===== config.mk =====
export PLATFORM = sky130hd
export DESIGN_NAME = pdio_ctrl
export DESIGN_NICKNAME = d
export VERILOG_FILES = /design/src/rtl/pdio_pkg.sv /design/src/rtl/pdio_sync.sv /design/src/rtl/pdio_regs.sv /design/src/rtl/pdio_edge_bank.sv /design/src/rtl/pdio_rdmux.sv /design/src/rtl/pdio_ctrl.sv
export SDC_FILE = /design/constraint.sdc
export NUM_CORES = 1
export LEC_CHECK = 0
export BUFFER_PORTS_ARGS = -buffer_cell sky130_fd_sc_hd__buf_4
export CORE_MARGIN = 4
export CORE_UTILIZATION = 57
export DETAILED_ROUTE_END_ITERATION = 12
export PLACE_DENSITY = 0.78
export RECOVER_POWER = 50
export SYNTH_ARGS = -nofsm -noshare
export SYNTH_HDL_FRONTEND = slang
export SYNTH_SLANG_ARGS = --single-unit

===== constraint.sdc =====
create_clock -name clk -period 3.05 [get_ports clk]
set_clock_uncertainty 0.05 [all_clocks]
set_input_delay 0.61 -clock clk [delete_from_list [all_inputs] [get_ports clk]]
set_output_delay 0.61 -clock clk [all_outputs]
set_load 0.02 [all_outputs]

===== src/rtl/pdio_pkg.sv =====
package pdio_pkg;
  localparam int BYTE_W = 8;
  localparam int ADDR_W = 4;

  typedef enum logic [1:0] {
    PAGE_BASE = 2'd0,
    PAGE_POL  = 2'd1,
    PAGE_ENAB = 2'd2,
    PAGE_CAPT = 2'd3
  } page_e;
endpackage


===== src/rtl/pdio_sync.sv =====
module pdio_sync #(
  parameter int WIDTH  = 48,
  parameter int STAGES = 2
) (
  input  logic             clk,
  input  logic             rst_n,
  input  logic [WIDTH-1:0] d,
  output logic [WIDTH-1:0] q
);
  logic [STAGES-1:0][WIDTH-1:0] chain_q;
  logic [STAGES-1:0][WIDTH-1:0] chain_d;

  always_comb begin
    chain_d[0] = d;
    for (int s = 1; s < STAGES; s++) chain_d[s] = chain_q[s-1];
  end

  always_ff @(posedge clk or negedge rst_n) begin
    if (!rst_n) chain_q <= '0;
    else        chain_q <= chain_d;
  end

  assign q = chain_q[STAGES-1];
endmodule


===== src/rtl/pdio_regs.sv =====
module pdio_regs
  import pdio_pkg::*;
#(
  parameter int NUM_PORTS  = 6,
  parameter int EDGE_PORTS = 3
) (
  input  logic                         clk,
  input  logic                         rst_n,
  input  logic                         wr_en,
  input  logic [ADDR_W-1:0]            addr,
  input  logic [BYTE_W-1:0]            wdata,
  output logic [NUM_PORTS*BYTE_W-1:0]  out_flat,
  output page_e                        page,
  output logic [NUM_PORTS-1:0]         lock,
  output logic [EDGE_PORTS*BYTE_W-1:0] pol_flat,
  output logic [EDGE_PORTS*BYTE_W-1:0] enab_flat,
  output logic [EDGE_PORTS-1:0]        capt_clr
);
  localparam int PGLK_OFF = NUM_PORTS + 1;
  localparam int BANK_OFF = NUM_PORTS + 2;

  logic [NUM_PORTS*BYTE_W-1:0]  out_q, out_d;
  page_e                        page_q, page_d;
  logic [NUM_PORTS-1:0]         lock_q, lock_d;
  logic [EDGE_PORTS*BYTE_W-1:0] pol_q, pol_d, enab_q, enab_d;

  always_comb begin
    out_d    = out_q;
    page_d   = page_q;
    lock_d   = lock_q;
    pol_d    = pol_q;
    enab_d   = enab_q;
    capt_clr = '0;
    if (wr_en) begin
      for (int p = 0; p < NUM_PORTS; p++) begin
        if (addr == ADDR_W'(p) && !lock_q[p]) out_d[p*BYTE_W +: BYTE_W] = wdata;
      end
      if (addr == ADDR_W'(PGLK_OFF)) begin
        page_d = page_e'(wdata[7:6]);
        lock_d = wdata[NUM_PORTS-1:0];
      end
      for (int b = 0; b < EDGE_PORTS; b++) begin
        if (addr == ADDR_W'(BANK_OFF + b)) begin
          case (page_q)
            PAGE_POL:  pol_d[b*BYTE_W +: BYTE_W]  = wdata;
            PAGE_ENAB: enab_d[b*BYTE_W +: BYTE_W] = wdata;
            PAGE_CAPT: capt_clr[b]                = 1'b1;
            default:   ;
          endcase
        end
      end
    end
  end

  always_ff @(posedge clk or negedge rst_n) begin
    if (!rst_n) begin
      out_q  <= '0;
      page_q <= PAGE_BASE;
      lock_q <= '0;
      pol_q  <= '0;
      enab_q <= '0;
    end else if (wr_en) begin
      out_q  <= out_d;
      page_q <= page_d;
      lock_q <= lock_d;
      pol_q  <= pol_d;
      enab_q <= enab_d;
    end
  end

  assign out_flat  = out_q;
  assign page      = page_q;
  assign lock      = lock_q;
  assign pol_flat  = pol_q;
  assign enab_flat = enab_q;
endmodule


===== src/rtl/pdio_edge_bank.sv =====
module pdio_edge_bank
  import pdio_pkg::*;
#(
  parameter int EDGE_PORTS = 3
) (
  input  logic                         clk,
  input  logic                         rst_n,
  input  logic [EDGE_PORTS*BYTE_W-1:0] line_sync,
  input  logic [EDGE_PORTS*BYTE_W-1:0] pol_flat,
  input  logic [EDGE_PORTS*BYTE_W-1:0] enab_flat,
  input  logic [EDGE_PORTS-1:0]        capt_clr,
  input  logic [BYTE_W-1:0]            clr_mask,
  output logic [EDGE_PORTS*BYTE_W-1:0] capt_flat,
  output logic [EDGE_PORTS-1:0]        pending
);
  for (genvar g = 0; g < EDGE_PORTS; g++) begin : g_port
    logic [BYTE_W-1:0] cur, prev_q, capt_q, capt_d, pol, enab, hit;

    assign cur  = line_sync[g*BYTE_W +: BYTE_W];
    assign pol  = pol_flat[g*BYTE_W +: BYTE_W];
    assign enab = enab_flat[g*BYTE_W +: BYTE_W];

    always_comb begin
      hit    = enab & ((pol & cur & ~prev_q) | (~pol & ~cur & prev_q));
      capt_d = (capt_clr[g] ? (capt_q & clr_mask) : capt_q) | hit;
    end

    always_ff @(posedge clk or negedge rst_n) begin
      if (!rst_n) begin
        prev_q <= '0;
        capt_q <= '0;
      end else begin
        prev_q <= cur;
        capt_q <= capt_d;
      end
    end

    assign capt_flat[g*BYTE_W +: BYTE_W] = capt_q;
    assign pending[g] = |capt_q;
  end
endmodule


===== src/rtl/pdio_rdmux.sv =====
module pdio_rdmux
  import pdio_pkg::*;
#(
  parameter int NUM_PORTS  = 6,
  parameter int EDGE_PORTS = 3
) (
  input  logic                         clk,
  input  logic                         rst_n,
  input  logic                         rd_en,
  input  logic [ADDR_W-1:0]            addr,
  input  page_e                        page,
  input  logic [NUM_PORTS-1:0]         lock,
  input  logic [NUM_PORTS*BYTE_W-1:0]  out_flat,
  input  logic [NUM_PORTS*BYTE_W-1:0]  pin_sync,
  input  logic [EDGE_PORTS-1:0]        pending,
  input  logic [EDGE_PORTS*BYTE_W-1:0] capt_flat,
  output logic [BYTE_W-1:0]            rdata
);
  localparam int PEND_OFF = NUM_PORTS;
  localparam int BANK_OFF = NUM_PORTS + 2;

  logic [BYTE_W-1:0] sel, rdata_q;

  always_comb begin
    sel = '0;
    for (int p = 0; p < NUM_PORTS; p++) begin
      if (addr == ADDR_W'(p))
        sel = lock[p] ? pin_sync[p*BYTE_W +: BYTE_W] : out_flat[p*BYTE_W +: BYTE_W];
    end
    if (addr == ADDR_W'(PEND_OFF)) sel = {{(BYTE_W-EDGE_PORTS){1'b0}}, pending};
    for (int b = 0; b < EDGE_PORTS; b++) begin
      if (addr == ADDR_W'(BANK_OFF + b) && page == PAGE_CAPT)
        sel = capt_flat[b*BYTE_W +: BYTE_W];
    end
  end

  always_ff @(posedge clk or negedge rst_n) begin
    if (!rst_n)     rdata_q <= '0;
    else if (rd_en) rdata_q <= sel;
  end

  assign rdata = rdata_q;
endmodule


===== src/rtl/pdio_ctrl.sv =====
module pdio_ctrl
  import pdio_pkg::*;
#(
  parameter int NUM_PORTS   = 6,
  parameter int EDGE_PORTS  = 3,
  parameter int SYNC_STAGES = 2
) (
  input  logic                        clk,
  input  logic                        rst_n,
  input  logic [ADDR_W-1:0]           addr,
  input  logic [BYTE_W-1:0]           wdata,
  input  logic                        wr_en,
  input  logic                        rd_en,
  output logic [BYTE_W-1:0]           rdata,
  input  logic [NUM_PORTS*BYTE_W-1:0] pin_in,
  output logic [NUM_PORTS*BYTE_W-1:0] pin_out,
  output logic                        irq
);
  localparam int LINES      = NUM_PORTS * BYTE_W;
  localparam int EDGE_LINES = EDGE_PORTS * BYTE_W;

  logic [LINES-1:0]      pin_sync, out_flat;
  page_e                 page_q;
  logic [NUM_PORTS-1:0]  lock_q;
  logic [EDGE_LINES-1:0] pol_flat, enab_flat, capt_flat;
  logic [EDGE_PORTS-1:0] capt_clr, pending;

  pdio_sync #(.WIDTH(LINES), .STAGES(SYNC_STAGES)) u_sync (
    .clk(clk), .rst_n(rst_n), .d(pin_in), .q(pin_sync)
  );

  pdio_regs #(.NUM_PORTS(NUM_PORTS), .EDGE_PORTS(EDGE_PORTS)) u_regs (
    .clk(clk), .rst_n(rst_n), .wr_en(wr_en), .addr(addr), .wdata(wdata),
    .out_flat(out_flat), .page(page_q), .lock(lock_q),
    .pol_flat(pol_flat), .enab_flat(enab_flat), .capt_clr(capt_clr)
  );

  pdio_edge_bank #(.EDGE_PORTS(EDGE_PORTS)) u_edge (
    .clk(clk), .rst_n(rst_n), .line_sync(pin_sync[EDGE_LINES-1:0]),
    .pol_flat(pol_flat), .enab_flat(enab_flat), .capt_clr(capt_clr),
    .clr_mask(wdata), .capt_flat(capt_flat), .pending(pending)
  );

  pdio_rdmux #(.NUM_PORTS(NUM_PORTS), .EDGE_PORTS(EDGE_PORTS)) u_rd (
    .clk(clk), .rst_n(rst_n), .rd_en(rd_en), .addr(addr), .page(page_q),
    .lock(lock_q), .out_flat(out_flat), .pin_sync(pin_sync),
    .pending(pending), .capt_flat(capt_flat), .rdata(rdata)
  );

  assign pin_out = out_flat;
  assign irq     = |pending;
endmodule


==> results list <==
- Number of design-rule violations left by the first detailed-router iteration: 565
- The top cell types in the final layout, fill and taps aside, are dfrtp_1 (256), nand2_1 (106), mux2_2 (92).
- The top cell type by area accounts for 64.2% of the synthesized area.
- The worst hold path terminates at u_sync.chain_d[67].
* Biggest fanout along the worst timing path: 3
* First-pass GRT wire length: 40600 µm
- Setup WS pre-CTS: 0.638 ns
- STA classifies the critical path startpoint as a register.
- Post-cts hold buffer count: 0
- For this design the static power due to leakage is 0.00537 µW.
- Along the worst hold path, the cell count comes to 1.
* Gpl congestion: 0.886
* Setup repair after global routing missed its margin: false
- Ranked by total cell area, the synthesized netlist is headed by dfrtp_1 (64%), mux2_2 (10%), mux2i_1 (4.8%), nand2_1 (4.0%), o21ai_0 (3.3%).
* Min-Delay Startpoint: pin_in[19]
- Dividing the detail-routed via count by the number of cells gives 5.84.
* Number of gates given a new drive strength after cts: 0
- For the final routed database, the setup TNS stands at 0 ns.
- Drt total wl: 25200 µm
- Total GRT Usage: 26.4%
* Final Cycle Share: 86.2%
* Worst slew slack as a fraction of its limit: -58.0%
- The number of antenna diodes in the final layout is 0.
* Htree depth: 1
* Pwr/cell area: 731 nW/µm²
* Worst-path clk slew: 0.06 ns
- Crit path setup slack, layout: 0.421 ns
* Max-cap viol count: 1
* Area growth from synthesis to final layout: 19.1%
- Post-synth top area cell: dfrtp_1
- DR vias: 6612
* Mean area per synthesized cell: 13.0 µm²
* Initial core utilization: 57.9%
- CTS placed an instance of clkbuf_16 at the clock tree root.
- The checks that failed: capacitance limit, slew limit.
* Port bufs: 120
* Syn. warnings: 0
- Post-synth EDFFs: 0
- Among all flip-flop cells after synthesis, the most frequent one is dfrtp_1.
* Data arrival time of the critical path: 1.97 ns
- Startpoint of the lowest-slack register-to-register path: u_regs.lock[1]
- Post-synthesis instance area: 9980 µm²
- The floorplan step defined a die boundary enclosing 19700 µm².
- Reg2reg setup slack: 0.89 ns
- For this run, asynchronously set or reset flops after synthesis account for 100%.
* CTS sink count: 256
* Die boundary width: 140 µm
- The flow ran to the end, but the final reports show violations.
* Antenna violations before repair: 0
- The synthesized netlist contains 48 unique library cells.
- Largest net degree at the start of global routing: 91
* Most common library cell in the layout ignoring fill and taps: dfrtp_1
- Clk buf depth: 3
* Number of setup buffers added after CTS: 0
- The routed design could run at a clock period as short as 2.63 ns.
- At the pin with the least slew margin, the transition time is 2.37 ns.
* Setup violators final: 0
- The total count of max-transition violations in the final report came to 88.
- WL/cell: 22.3 µm
* Number of global-route vias before repair: 7137
* Worst setup EP type: output pin
- When the netlist entered floorplanning its net count stood at 831.
- Count of final hold-check violations: 0
* First-pass detailed-route iteration total: 5
- Height of the die: 140 µm
* Layout cell share with drive strength beyond 1: 31.8%
- Core Box Area: 17200 µm²
- TritonCTS clock tree: done
* Final core area utilization: 69.0%
- Count of pins on the block boundary: 121
- Path class of the lowest-slack min-delay path: in -> reg
- Clock network latency to the later pin of the worst-skew pair: 0.54 ns
- Worst reg2reg path endpoint: u_rd.rdata[6]
* Cells after Synth: 767
- Counting the buffers created by CTS gives 26.
- Post-layout nets: 951
* DRC violation count after routing: 0
- Flip-flop and latch count after synthesis: 256
- For this run the aggregate overflow at the end of global routing stands at 0.
* Maximum resistive drop on vdd: 0.000588 V
- The initialized floorplan defines 48 standard-cell rows.
* Reg2reg path depth: 5
- Type of the worst setup path: reg -> out
- Fmax: 380 MHz
* Share of the yosys chip area belonging to registers: 64.2%
- At the worst endpoint, the required time is 2.39 ns.
- HPWL after DPL: 17700 µm
- The detail route stage leaves a number of antenna-violating nets equal to 0.
## layout make-up
class,count,area [µm²]
clock inverter,7,50.0
multi-input combinational,474,3380
clock buffer,41,777
timing repair buffer,127,985
fill,1198,5350
inverter,2,7.51
tap,225,282
sequential,256,6410
## worst max-delay path, stage by stage, from the launching register on
cell     delay [ns]
dfrtp_1        0.43
nor4_1         0.41
nand2_1        0.12
nor2_1         0.12
nand3_1        0.14
buf_4          0.21
## logic make-up after synthesis
family                 Yosys count  synth area share, %
and+or+nand+nor                200                 8.89
muxes                          157                 17.8
DFF                            256                 64.2
buffers and inverters           37                 1.94
AOI/OAI and AO/OA              117                 7.15
## Yosys cell counts (3+ instances only)
cell type and instances:
dfrtp_1 256, or3_1 4, a2bb2oi_1 4, mux2_4 16, nor2_1 39, o21ai_0 66
buf_2 13, o31ai_1 4, mux2_2 92, nand3b_1 3, nand3_1 8, a31oi_1 4
buf_6 5, a211oi_1 3, clkbuf_1 16, nand2b_1 3, a21oi_1 6, nor2b_1 7
mux2i_1 48, nor2_2 7, nor4_1 6, o221ai_1 3, nand2_1 106, o22ai_1 8
nor3_1 8
## how the worst max path moves through the flow
| stage | startpoint | to | slack (ns) | cells past startpoint |
|---|---|---|---|---|
| after detailed placement | addr[1] | u_regs.out_flat[9] | 0.64 | 4 |
| final | u_edge.g_port[0].capt_q[6] | irq | 0.42 | 5 |
| after floorplan | addr[1] | u_regs.out_flat[10] | 1.10 | 6 |
| after global routing | u_edge.g_port[1].capt_q[6] | irq | 0.26 | 5 |
| after global placement | addr[0] | u_regs.out_flat[5] | 0.71 | 4 |
| after CTS | u_edge.g_port[0].capt_q[6] | irq | 0.45 | 5 |
## metal layers
layer | global-route usage (%) | share of wire, %
met1 | 37.6 | 43
met2 | 43.5 | 49
met3 | 3.72 | 5.0
met4 | 6.48 | 2.3
met5 | 0 | 0
## where the power goes
group / switching [µW] / leakage [µW] / internal, µW
clock network: 1270 / 0.000411 / 1750
registers: 420 / 0.00305 / 3800
logic: 718 / 0.00191 / 720
total: 2410 / 0.00537 / 6270
## registers in the layout (all words and copies together) (netlist names)
name / cells
u_regs.out_flat: 48
u_edge.g_port.prev_q: 24
u_rd.rdata: 8
u_edge.g_port.capt_q: 24
u_regs.lock: 6
u_regs.pol_flat: 24
u_regs.page: 2
u_sync.chain_d: 48
u_sync.q: 48
u_regs.enab_flat: 24
## metrics by stage
stage | cells | power (µW) | hold slack (ns) | area (µm²)
finish | 1132 | 8690 | 0.144 | 11900
global route | 1132 | 9040 | 0.142 | 11900
CTS | 1132 | 8740 | 0.0815 | 11900
detailed placement | 1084 | 5710 | 0.285 | 11100
global placement | 1084 | 5660 | 0.282 | 11100
floorplan | 767 | 4990 | 0.264 | 9980
Note: power is estimated with default switching activity, not from simulation.
